File: src/rtl/pairmv_pkg.sv
package pairmv_pkg;

    localparam int PM_AW = 5;

    typedef logic [PM_AW-1:0] pm_xreg_t;

    localparam pm_xreg_t   PM_REG_A0   = 5'd10;
    localparam pm_xreg_t   PM_REG_A1   = 5'd11;
    localparam logic [5:0] PM_HI_MATCH = 6'b101011;
    localparam logic [1:0] PM_LO_MATCH = 2'b10;
    localparam logic [1:0] PM_SEL_GATH = 2'b11;
    localparam logic [1:0] PM_SEL_SCAT = 2'b01;

    typedef enum logic [1:0] {
        PM_OP_NONE   = 2'd0,
        PM_OP_GATHER = 2'd1,
        PM_OP_SCATTER = 2'd2
    } pm_op_e;

    typedef struct packed {
        pm_op_e   op;
        logic     reserved;
        pm_xreg_t src0;
        pm_xreg_t src1;
        pm_xreg_t dst0;
        pm_xreg_t dst1;
    } pm_dec_t;

    // saved index -> architectural register across the split range
    function automatic pm_xreg_t pm_sreg_to_xreg(input logic [2:0] sidx);
        pm_xreg_t base;
        base = (sidx[2:1] == 2'b00) ? 5'd8 : 5'd16;
        return base + {2'b00, sidx};
    endfunction

    // true for every register a pair move is allowed to write
    function automatic logic pm_is_pair_reg(input pm_xreg_t r);
        return (r == 5'd8) || (r == 5'd9) || (r == PM_REG_A0) ||
               (r == PM_REG_A1) || ((r >= 5'd18) && (r <= 5'd23));
    endfunction

endpackage

File: src/rtl/pairmv_xmap.sv
module pairmv_xmap
    import pairmv_pkg::*;
(
    input  logic [2:0] sreg_i,
    output pm_xreg_t   xreg_o
);
    assign xreg_o = pm_sreg_to_xreg(sreg_i);
endmodule

File: src/rtl/pairmv_decode.sv
module pairmv_decode
    import pairmv_pkg::*;
(
    input  logic [15:0] instr_i,
    output pm_dec_t     dec_o
);
    localparam int N_OPND = 2;

    logic [2:0] sfield [N_OPND];
    pm_xreg_t   xmapped [N_OPND];

    assign sfield[0] = instr_i[9:7];
    assign sfield[1] = instr_i[4:2];

    for (genvar g = 0; g < N_OPND; g++) begin : g_map
        pairmv_xmap u_map (
            .sreg_i (sfield[g]),
            .xreg_o (xmapped[g])
        );
    end

    logic pattern_hit;
    assign pattern_hit = (instr_i[15:10] == PM_HI_MATCH) &&
                         (instr_i[1:0]   == PM_LO_MATCH);

    always_comb begin
        dec_o          = '0;
        dec_o.op       = PM_OP_NONE;
        if (pattern_hit) begin
            unique case (instr_i[6:5])
                PM_SEL_GATH: begin
                    dec_o.op   = PM_OP_GATHER;
                    dec_o.src0 = xmapped[0];
                    dec_o.src1 = xmapped[1];
                    dec_o.dst0 = PM_REG_A0;
                    dec_o.dst1 = PM_REG_A1;
                end
                PM_SEL_SCAT: begin
                    dec_o.op       = PM_OP_SCATTER;
                    dec_o.src0     = PM_REG_A0;
                    dec_o.src1     = PM_REG_A1;
                    dec_o.dst0     = xmapped[0];
                    dec_o.dst1     = xmapped[1];
                    dec_o.reserved = (sfield[0] == sfield[1]);
                end
                default: dec_o.op = PM_OP_NONE;
            endcase
        end
    end
endmodule

File: src/rtl/pairmv_wr_dual.sv
module pairmv_wr_dual
    import pairmv_pkg::*;
#(
    parameter int XLEN = 32
) (
    input  logic            go_i,
    input  pm_xreg_t        dst0_i,
    input  pm_xreg_t        dst1_i,
    input  logic [XLEN-1:0] val0_i,
    input  logic [XLEN-1:0] val1_i,
    output logic            wen0_o,
    output pm_xreg_t        waddr0_o,
    output logic [XLEN-1:0] wdata0_o,
    output logic            wen1_o,
    output pm_xreg_t        waddr1_o,
    output logic [XLEN-1:0] wdata1_o,
    output logic            pend_o
);
    // both halves land on the same clock edge
    assign wen0_o   = go_i;
    assign waddr0_o = dst0_i;
    assign wdata0_o = val0_i;
    assign wen1_o   = go_i;
    assign waddr1_o = dst1_i;
    assign wdata1_o = val1_i;
    assign pend_o   = 1'b0;
endmodule

File: src/rtl/pairmv_wr_seq.sv
module pairmv_wr_seq
    import pairmv_pkg::*;
#(
    parameter int XLEN = 32
) (
    input  logic            clk,
    input  logic            rst,
    input  logic            go_i,
    input  pm_xreg_t        dst0_i,
    input  pm_xreg_t        dst1_i,
    input  logic [XLEN-1:0] val0_i,
    input  logic [XLEN-1:0] val1_i,
    output logic            wen0_o,
    output pm_xreg_t        waddr0_o,
    output logic [XLEN-1:0] wdata0_o,
    output logic            wen1_o,
    output pm_xreg_t        waddr1_o,
    output logic [XLEN-1:0] wdata1_o,
    output logic            pend_o
);
    logic            pend_q;
    pm_xreg_t        addr_q;
    logic [XLEN-1:0] data_q;

    always_ff @(posedge clk) begin
        if (rst) begin
            pend_q <= 1'b0;
            addr_q <= '0;
            data_q <= '0;
        end else if (go_i) begin
            pend_q <= 1'b1;
            addr_q <= dst1_i;
            data_q <= val1_i;   // second source frozen at acceptance
        end else begin
            pend_q <= 1'b0;
        end
    end

    assign wen0_o   = go_i | pend_q;
    assign waddr0_o = pend_q ? addr_q : dst0_i;
    assign wdata0_o = pend_q ? data_q : val0_i;
    assign wen1_o   = 1'b0;
    assign waddr1_o = '0;
    assign wdata1_o = '0;
    assign pend_o   = pend_q;
endmodule

File: src/rtl/pairmv_seq.sv
module pairmv_seq
    import pairmv_pkg::*;
#(
    parameter int XLEN       = 32,
    parameter bit DUAL_WRITE = 1'b1
) (
    input  logic            clk,
    input  logic            rst,
    input  logic            instr_valid,
    input  logic [15:0]     instr,
    output logic [4:0]      rd_addr0,
    output logic [4:0]      rd_addr1,
    input  logic [XLEN-1:0] rd_data0,
    input  logic [XLEN-1:0] rd_data1,
    output logic            wr_en0,
    output logic [4:0]      wr_addr0,
    output logic [XLEN-1:0] wr_data0,
    output logic            wr_en1,
    output logic [4:0]      wr_addr1,
    output logic [XLEN-1:0] wr_data1,
    output logic            illegal,
    output logic            irq_block,
    output logic            busy
);
    pm_dec_t dec;
    logic    accept;
    logic    go;
    logic    second_pend;

    pairmv_decode u_dec (
        .instr_i (instr),
        .dec_o   (dec)
    );

    assign accept   = instr_valid & ~second_pend;
    assign go       = accept & (dec.op != PM_OP_NONE) & ~dec.reserved;
    assign illegal  = accept & dec.reserved;
    assign rd_addr0 = dec.src0;
    assign rd_addr1 = dec.src1;

    if (DUAL_WRITE) begin : g_dual
        pairmv_wr_dual #(.XLEN(XLEN)) u_eng (
            .go_i     (go),
            .dst0_i   (dec.dst0),
            .dst1_i   (dec.dst1),
            .val0_i   (rd_data0),
            .val1_i   (rd_data1),
            .wen0_o   (wr_en0),
            .waddr0_o (wr_addr0),
            .wdata0_o (wr_data0),
            .wen1_o   (wr_en1),
            .waddr1_o (wr_addr1),
            .wdata1_o (wr_data1),
            .pend_o   (second_pend)
        );
    end else begin : g_seq
        pairmv_wr_seq #(.XLEN(XLEN)) u_eng (
            .clk      (clk),
            .rst      (rst),
            .go_i     (go),
            .dst0_i   (dec.dst0),
            .dst1_i   (dec.dst1),
            .val0_i   (rd_data0),
            .val1_i   (rd_data1),
            .wen0_o   (wr_en0),
            .waddr0_o (wr_addr0),
            .wdata0_o (wr_data0),
            .wen1_o   (wr_en1),
            .waddr1_o (wr_addr1),
            .wdata1_o (wr_data1),
            .pend_o   (second_pend)
        );
    end

    assign irq_block = go | second_pend;
    assign busy      = DUAL_WRITE ? 1'b0 : (go | second_pend);
endmodule

File: config.mk
export PLATFORM = sky130hd
export DESIGN_NAME = pairmv_seq
export DESIGN_NICKNAME = d
export VERILOG_FILES = /design/src/rtl/pairmv_pkg.sv /design/src/rtl/pairmv_xmap.sv /design/src/rtl/pairmv_decode.sv /design/src/rtl/pairmv_wr_dual.sv /design/src/rtl/pairmv_wr_seq.sv /design/src/rtl/pairmv_seq.sv
export SDC_FILE = /design/constraint.sdc
export NUM_CORES = 1
export LEC_CHECK = 0
export ABC_AREA = 0
export BUFFER_PORTS_ARGS = -buffer_cell sky130_fd_sc_hd__buf_2
export CAP_MARGIN = 15
export CELL_PAD_IN_SITES_DETAIL_PLACEMENT = 0
export CELL_PAD_IN_SITES_GLOBAL_PLACEMENT = 1
export CORE_UTILIZATION = 13
export DETAILED_ROUTE_END_ITERATION = 7
export PLACE_DENSITY = 0.83
export SLEW_MARGIN = 20
export SYNTH_ARGS = -nofsm -noshare
export SYNTH_HDL_FRONTEND = slang
export SYNTH_SLANG_ARGS = --single-unit
File: constraint.sdc
create_clock -name vclk -period 1.2
set_clock_uncertainty 0.2 [all_clocks]
set_input_delay 0.06 -clock vclk [all_inputs]
set_output_delay 0.06 -clock vclk [all_outputs]
set_load 0.01 [all_outputs]
==> flow_metrics.py, run 1 <==
metrics = {
    "outcome": {
        "outcome": "complete, but fails checks",
        "failed_checks": "negative setup slack",
    },
    "hold_path": {
        "hold_start": "instr[7]",
        "min-delay-path-class": "input pin to output port",
        "worst_hold_path.endpoint": "rd_addr0[0]",
        "worst_hold_path.num_cells": 4,
    },
    "critical_path": {
        "worst-endpoint-required_ps": 940,
        "endpoint_kind": "output port",
        "cp-start-kind": "input pin",
        "critPathMaxFanout": 22,
        "cp.arrival_ps": 1050,
        "kind_of_critical_path": "input pin to output port",
    },
    "grt": {
        "grt_start_max_net_pins": 23,
        "grt_first_pass_wirelength_mm": 2.99,
        "grt_overflow_total": 0,
        "grt_usage_pct": 6.01,
        "grt_pass1_vias": 634,
        "initial_antenna_violation_count": 0,
    },
    "synthesis": {
        "yosysMostFrequentCell": "sky130_fd_sc_hd__buf_4",
        "yosys.area.top_type": "sky130_fd_sc_hd__buf_4",
        "synth.cell_area_sq_um": 816,
        "netlist_top_cells_area": "sky130_fd_sc_hd__buf_4 63%, sky130_fd_sc_hd__nor2_1 7.8%, sky130_fd_sc_hd__nor3b_2 7.7%",
        "synth_largest_type_area_fraction_pct": 62.6,
        "syn_area_per_cell_sq_um": 6.97,
        "syn-instance-count": 117,
        "synth_warnings": 0,
        "yosys-top-cells-count": "68 x sky130_fd_sc_hd__buf_4, 17 x sky130_fd_sc_hd__nor2_1, 5 x sky130_fd_sc_hd__nor3b_2",
        "ys_types": 17,
        "part_of_the_yosys_area_used_for_sequential_elements_pct": 0,
        "synth.net_count": 200,
    },
    "timing": {
        "fmax_ghz": 0.766,
        "hold_viol_final": 0,
        "timing.hold.ws_ps": 221,
        "max_slew_violation_count": 0,
        "setup_ws_ps": -106,
        "period_share_pct": 109,
        "unrepaired_setup_endpoints_after_global_routing": "true",
        "finalCriticalPeriod_ps": 1310,
        "finalSetupViolations": 18,
    },
    "route": {
        "drt-wirelength-per-cell_um": 10.3,
        "num_vias": 827,
        "detail_route.vias_per_cell": 3.49,
        "route.antenna.remaining_nets": 0,
        "routed_wirelength_mm": 2.45,
        "remaining_drc_errors": 0,
        "detail_route.iter0.violations": 15,
        "drt-pass1-iter-count": 3,
    },
    "floorplanning": {
        "core_area_sq_um": 5990,
        "die_height_um": 81.2,
        "fp.dieArea_sq_um": 6600,
        "io_pins": 172,
        "std_cell_rows": 28,
        "start_util_pct": 13.6,
        "die_width_um": 81.2,
    },
    "power": {
        "power.internal_uw": 211,
        "total_switching_power_uw": 160,
        "comb_power_share_pct": 100.0,
        "cellPowerDensity_nw_per_um2": 271,
        "leakage_nw": 0.661,
        "ir_worst_vdd_mv": 0.0831,
        "pwr-share-clk_pct": 0,
        "seq_power_share_pct": 0,
        "p_sw_share_pct": 43.1,
    },
    "placement": {
        "port_buffers": 41,
        "gp_congestion": 0.612,
        "area_of_placed_instances_sq_um": 678,
        "dp_hpwl_mm": 1.57,
    },
    "final_layout": {
        "num_antenna_cells": 0,
        "nFillCells": 643,
        "syn_to_final_growth_pct": 67.6,
        "drive_above_1_share_pct": 38.9,
        "post-route-cell-area_sq_um": 1370,
        "sequential_cell_area_sq_um": 0,
        "numSequentialCells": 0,
        "n_clock_buffer": 0,
        "layout.nets": 247,
    },
    "job": {
        "max_cap_viol_count": 0,
    },
}
## metal layers
metal / part of all wire (%) / vias up / global-route usage (%)
li1: - / 383 / -
met1: 32 / 350 / 5.60
met2: 57 / 94 / 13.9
met3: 11 / 0 / 0.674
met4: 0 / 0 / 0
met5: 0 / - / 0
## metrics by stage
stage | std cells | power, mW | worst slack [ps] | utilization, % | TNS, ps
after floorplan | 117 | 0.269 | -43.5 | - | -87.0
after global placement | 172 | 0.117 | -106 | 11.3 | -1030
after detailed placement | 172 | 0.118 | -123 | 11.3 | -1230
after CTS | 237 | 0.372 | -120 | 22.7 | -1120
after global routing | 237 | 0.398 | -144 | 22.8 | -2090
final | 237 | 0.371 | -106 | 22.8 | -875
## worst max path at each step
stage | startpoint | end | slack [ps] | cells after the start
2_1_floorplan | instr[0] | wr_en0 | -40 | 5
3_3_place_gp | instr[0] | wr_en1 | -110 | 6
3_5_place_dp | instr[0] | wr_en0 | -120 | 6
4_1_cts | instr[0] | wr_en0 | -120 | 6
5_1_grt | instr[0] | wr_en0 | -140 | 6
6_report | instr[0] | wr_en0 | -110 | 6
## power by group through the flow
stage,Sequential (mW),Combinational (mW),Clock (mW)
after CTS,0,0.372,0
after floorplan,0,0.269,0
after global routing,0,0.398,0
after detailed placement,0,0.118,0
after global placement,0,0.117,0
final,0,0.371,0
## layout make-up
type	count	area [sq um]	share of cell area, %
Inverter	4	15.0	1.10
Multi-Input combinational cell	42	293	21.4
Tap cell	75	93.8	6.86
Timing Repair Buffer	116	966	70.6
## cells in the final DEF (no fill, tap or decap), drive strengths merged
| cell type | n |
|---|---|
| nor2 | 17 |
| nand2 | 3 |
| and4b | 1 |
| xor2 | 3 |
| o21ai | 2 |
| a21oi | 3 |
| nand4 | 1 |
| buf | 52 |
| nor3b | 5 |
| dlygate4sd3 | 64 |
| inv | 4 |
| nor4 | 1 |
| conb | 1 |
| nor3 | 3 |
| nor2b | 2 |
## worst max-delay path, cell delays in order
cell	delay (ps)
sky130_fd_sc_hd__buf_6	90
sky130_fd_sc_hd__and4b_1	240
sky130_fd_sc_hd__nand4_2	130
sky130_fd_sc_hd__buf_12	190
sky130_fd_sc_hd__nor3_4	180
sky130_fd_sc_hd__buf_2	160
## what timing repair did
item | CTS | global route
endpoints found under the setup margin | 24 | 24
pin swaps | 2 | 0
gates resized for setup | 5 | 1
setup buffers | 1 | 0
gates cloned | 0 | 0
endpoints found under the hold margin | 64 | 0
hold buffers | 64 | 0
## cells by family after synthesis
| kind of cell | after synthesis | synth area share (%) |
|---|---|---|
| compound gates | 5 | 3.07 |
| xor+xnor | 3 | 3.22 |
| buf+inv | 75 | 66.9 |
| other cells | 1 | 0.460 |
| simple gates | 33 | 26.4 |
(Power assumes the default switching activity.)
==> inputs of run 2 (changes only) <==
--- a/config.mk
+++ b/config.mk
@@ -10,9 +10,9 @@
 export CAP_MARGIN = 15
 export CELL_PAD_IN_SITES_DETAIL_PLACEMENT = 0
 export CELL_PAD_IN_SITES_GLOBAL_PLACEMENT = 1
-export CORE_UTILIZATION = 13
+export CORE_UTILIZATION = 12
 export DETAILED_ROUTE_END_ITERATION = 7
-export PLACE_DENSITY = 0.83
+export PLACE_DENSITY = 0.81
 export SLEW_MARGIN = 20
 export SYNTH_ARGS = -nofsm -noshare
 export SYNTH_HDL_FRONTEND = slang
==> constraint.sdc (replaced) <==
create_clock -name vclk -period 1.1
set_clock_uncertainty 0.2 [all_clocks]
set_input_delay 0.055 -clock vclk [all_inputs]
set_output_delay 0.055 -clock vclk [all_outputs]
set_load 0.01 [all_outputs]
==> run 2 against run 1 <==
- the flow finishes with violations (design-rule violations, negative setup slack)
- total power up 10%
- via count grew 1.5%
- non-clock buffer count unchanged
- worst setup slack got worse by 100 ps
- design area increased by 1.8%
- combinational power grew 10%
- hold slack improved by 20 ps
- largest power group unchanged
- highest routed layer unchanged
==> flow_metrics.py, run 2 (synthesized netlist as in run 1, its figures left out) <==
metrics = {
    "outcome": {
        "outcome": "complete, but fails checks",
        "failed_checks": "design-rule violations, negative setup slack",
    },
    "final_layout": {
        "numSequentialCells": 0,
        "final_common_cell": "sky130_fd_sc_hd__dlygate4sd3_1",
        "nFillCells": 692,
        "num_antenna_cells": 0,
        "sequential_cell_area_sq_um": 0,
        "drive_above_1_share_pct": 38.9,
        "mostFrequentLayoutCells": "64 x sky130_fd_sc_hd__dlygate4sd3_1, 37 x sky130_fd_sc_hd__buf_2, 17 x sky130_fd_sc_hd__nor2_1, 9 x sky130_fd_sc_hd__buf_4",
        "syn_to_final_growth_pct": 70.7,
        "layout.nets": 247,
        "n_clock_buffer": 0,
    },
    "timing": {
        "max_slew_violation_count": 0,
        "unrepaired_setup_endpoints_after_global_routing": "true",
        "hold_viol_final": 0,
        "period_share_pct": 119,
        "fmax_ghz": 0.764,
        "finalSetupViolations": 24,
        "finalCriticalPeriod_ps": 1310,
        "setup_ws_ps": -210,
    },
    "grt": {
        "grt_usage_pct": 6.53,
        "grt_first_pass_wirelength_mm": 3.70,
        "grt_pass1_vias": 748,
        "grt_start_max_net_pins": 13,
        "grt_overflow_total": 0,
        "initial_antenna_violation_count": 0,
    },
    "floorplanning": {
        "io_pins": 172,
        "fp.dieArea_sq_um": 7130,
        "die_height_um": 84.5,
        "die_width_um": 84.5,
        "core_area_sq_um": 6460,
        "std_cell_rows": 29,
        "start_util_pct": 12.6,
    },
    "power": {
        "total_power_uw": 409,
        "cellPowerDensity_nw_per_um2": 294,
        "leakage_nw": 0.656,
        "ir_worst_vdd_mv": 0.112,
    },
    "route": {
        "routed_wirelength_mm": 2.75,
        "detail_route.vias_per_cell": 3.51,
        "drt-wirelength-per-cell_um": 11.5,
        "route.antenna.remaining_nets": 0,
        "drt-pass1-iter-count": 8,
        "remaining_drc_errors": 8,
        "num_vias": 839,
        "detail_route.iter0.violations": 32,
    },
    "critical_path": {
        "critical_path.startpoint": "instr[0]",
        "worst-endpoint-required_ps": 840,
        "cp-start-kind": "input pin",
        "cp.arrival_ps": 1050,
        "critPathMaxFanout": 10,
        "endpoint_kind": "output port",
        "crit_end": "wr_en0",
        "kind_of_critical_path": "input pin to output port",
        "path_cells": "buf_6 -> and4b_1 -> nand4_4 -> buf_12 -> nor3_4 -> buf_2",
        "cpMaxStageDelayCell": "sky130_fd_sc_hd__and4b_1",
        "max_stage_delay_ps": 280,
    },
    "placement": {
        "port_buffers": 41,
        "preCtsSetupSlack_ps": -252,
        "dp_hpwl_mm": 1.95,
        "gp_congestion": 0.658,
    },
    "hold_path": {
        "min-delay-path-class": "input pin to output port",
    },
    "job": {
        "max_cap_viol_count": 0,
    },
}
[run 2: worst min-delay path by stage]
stage | startpoint | end | cells past startpoint
6_report | instr[7] | rd_addr0[0] | 4
5_1_grt | instr[9] | rd_addr0[2] | 4
4_1_cts | instr[9] | rd_addr0[2] | 4
3_5_place_dp | rd_data0[13] | wr_data0[13] | 0
3_3_place_gp | rd_data0[13] | wr_data0[13] | 0
2_1_floorplan | instr[7] | rd_addr0[0] | 2
[run 2: what timing repair did]
action,CTS,global route
hold endpoints to repair,64,0
endpoints found under the setup margin,24,24
gates resized for setup,9,3
pin swaps,3,0
hold buffers,64,0
setup buffers,0,0
[run 2: area by class of cell]
| class | instances | area [sq um] | share of cell area (%) |
|---|---|---|---|
| well taps | 77 | 96.3 | 6.92 |
| inverters | 4 | 15.0 | 1.08 |
| repair buffers | 116 | 973 | 69.9 |
| multi-input cells | 42 | 308 | 22.1 |
[run 2: critical path, delay by kind of cell]
kind / cells / cell delay [ps]
buffers and inverters: 3 / 430
AND/OR/NAND/NOR: 3 / 580
[run 2: through the flow]
stage / utilization, % / TNS, ps / instances / hold WS (ps) / instance area [sq um]
floorplan: - / -297 / 117 / -0.0367 / 822
global placement: 10.7 / -4650 / 175 / -89.9 / 688
detailed placement: 10.7 / -4850 / 175 / -89.9 / 688
CTS: 21.3 / -4130 / 239 / 238 / 1370
global route: 21.6 / -5000 / 239 / 262 / 1390
finish: 21.6 / -3330 / 239 / 241 / 1390
[run 2: power breakdown]
group	leakage, nW	internal, mW	switching, mW	total [mW]
Sequential	0	0	0	0
Combinational	0.656	0.232	0.178	0.409
Clock	0	0	0	0
Total	0.656	0.232	0.178	0.409
[run 2: metal layers]
metal  vias up  GRT usage (%)  wire length, um
met1       363           5.93              821
li1        386              -                -
met3         0          0.885              274
met4         0          0.154                0
met5         -              0                0
met2        90           15.4             1650
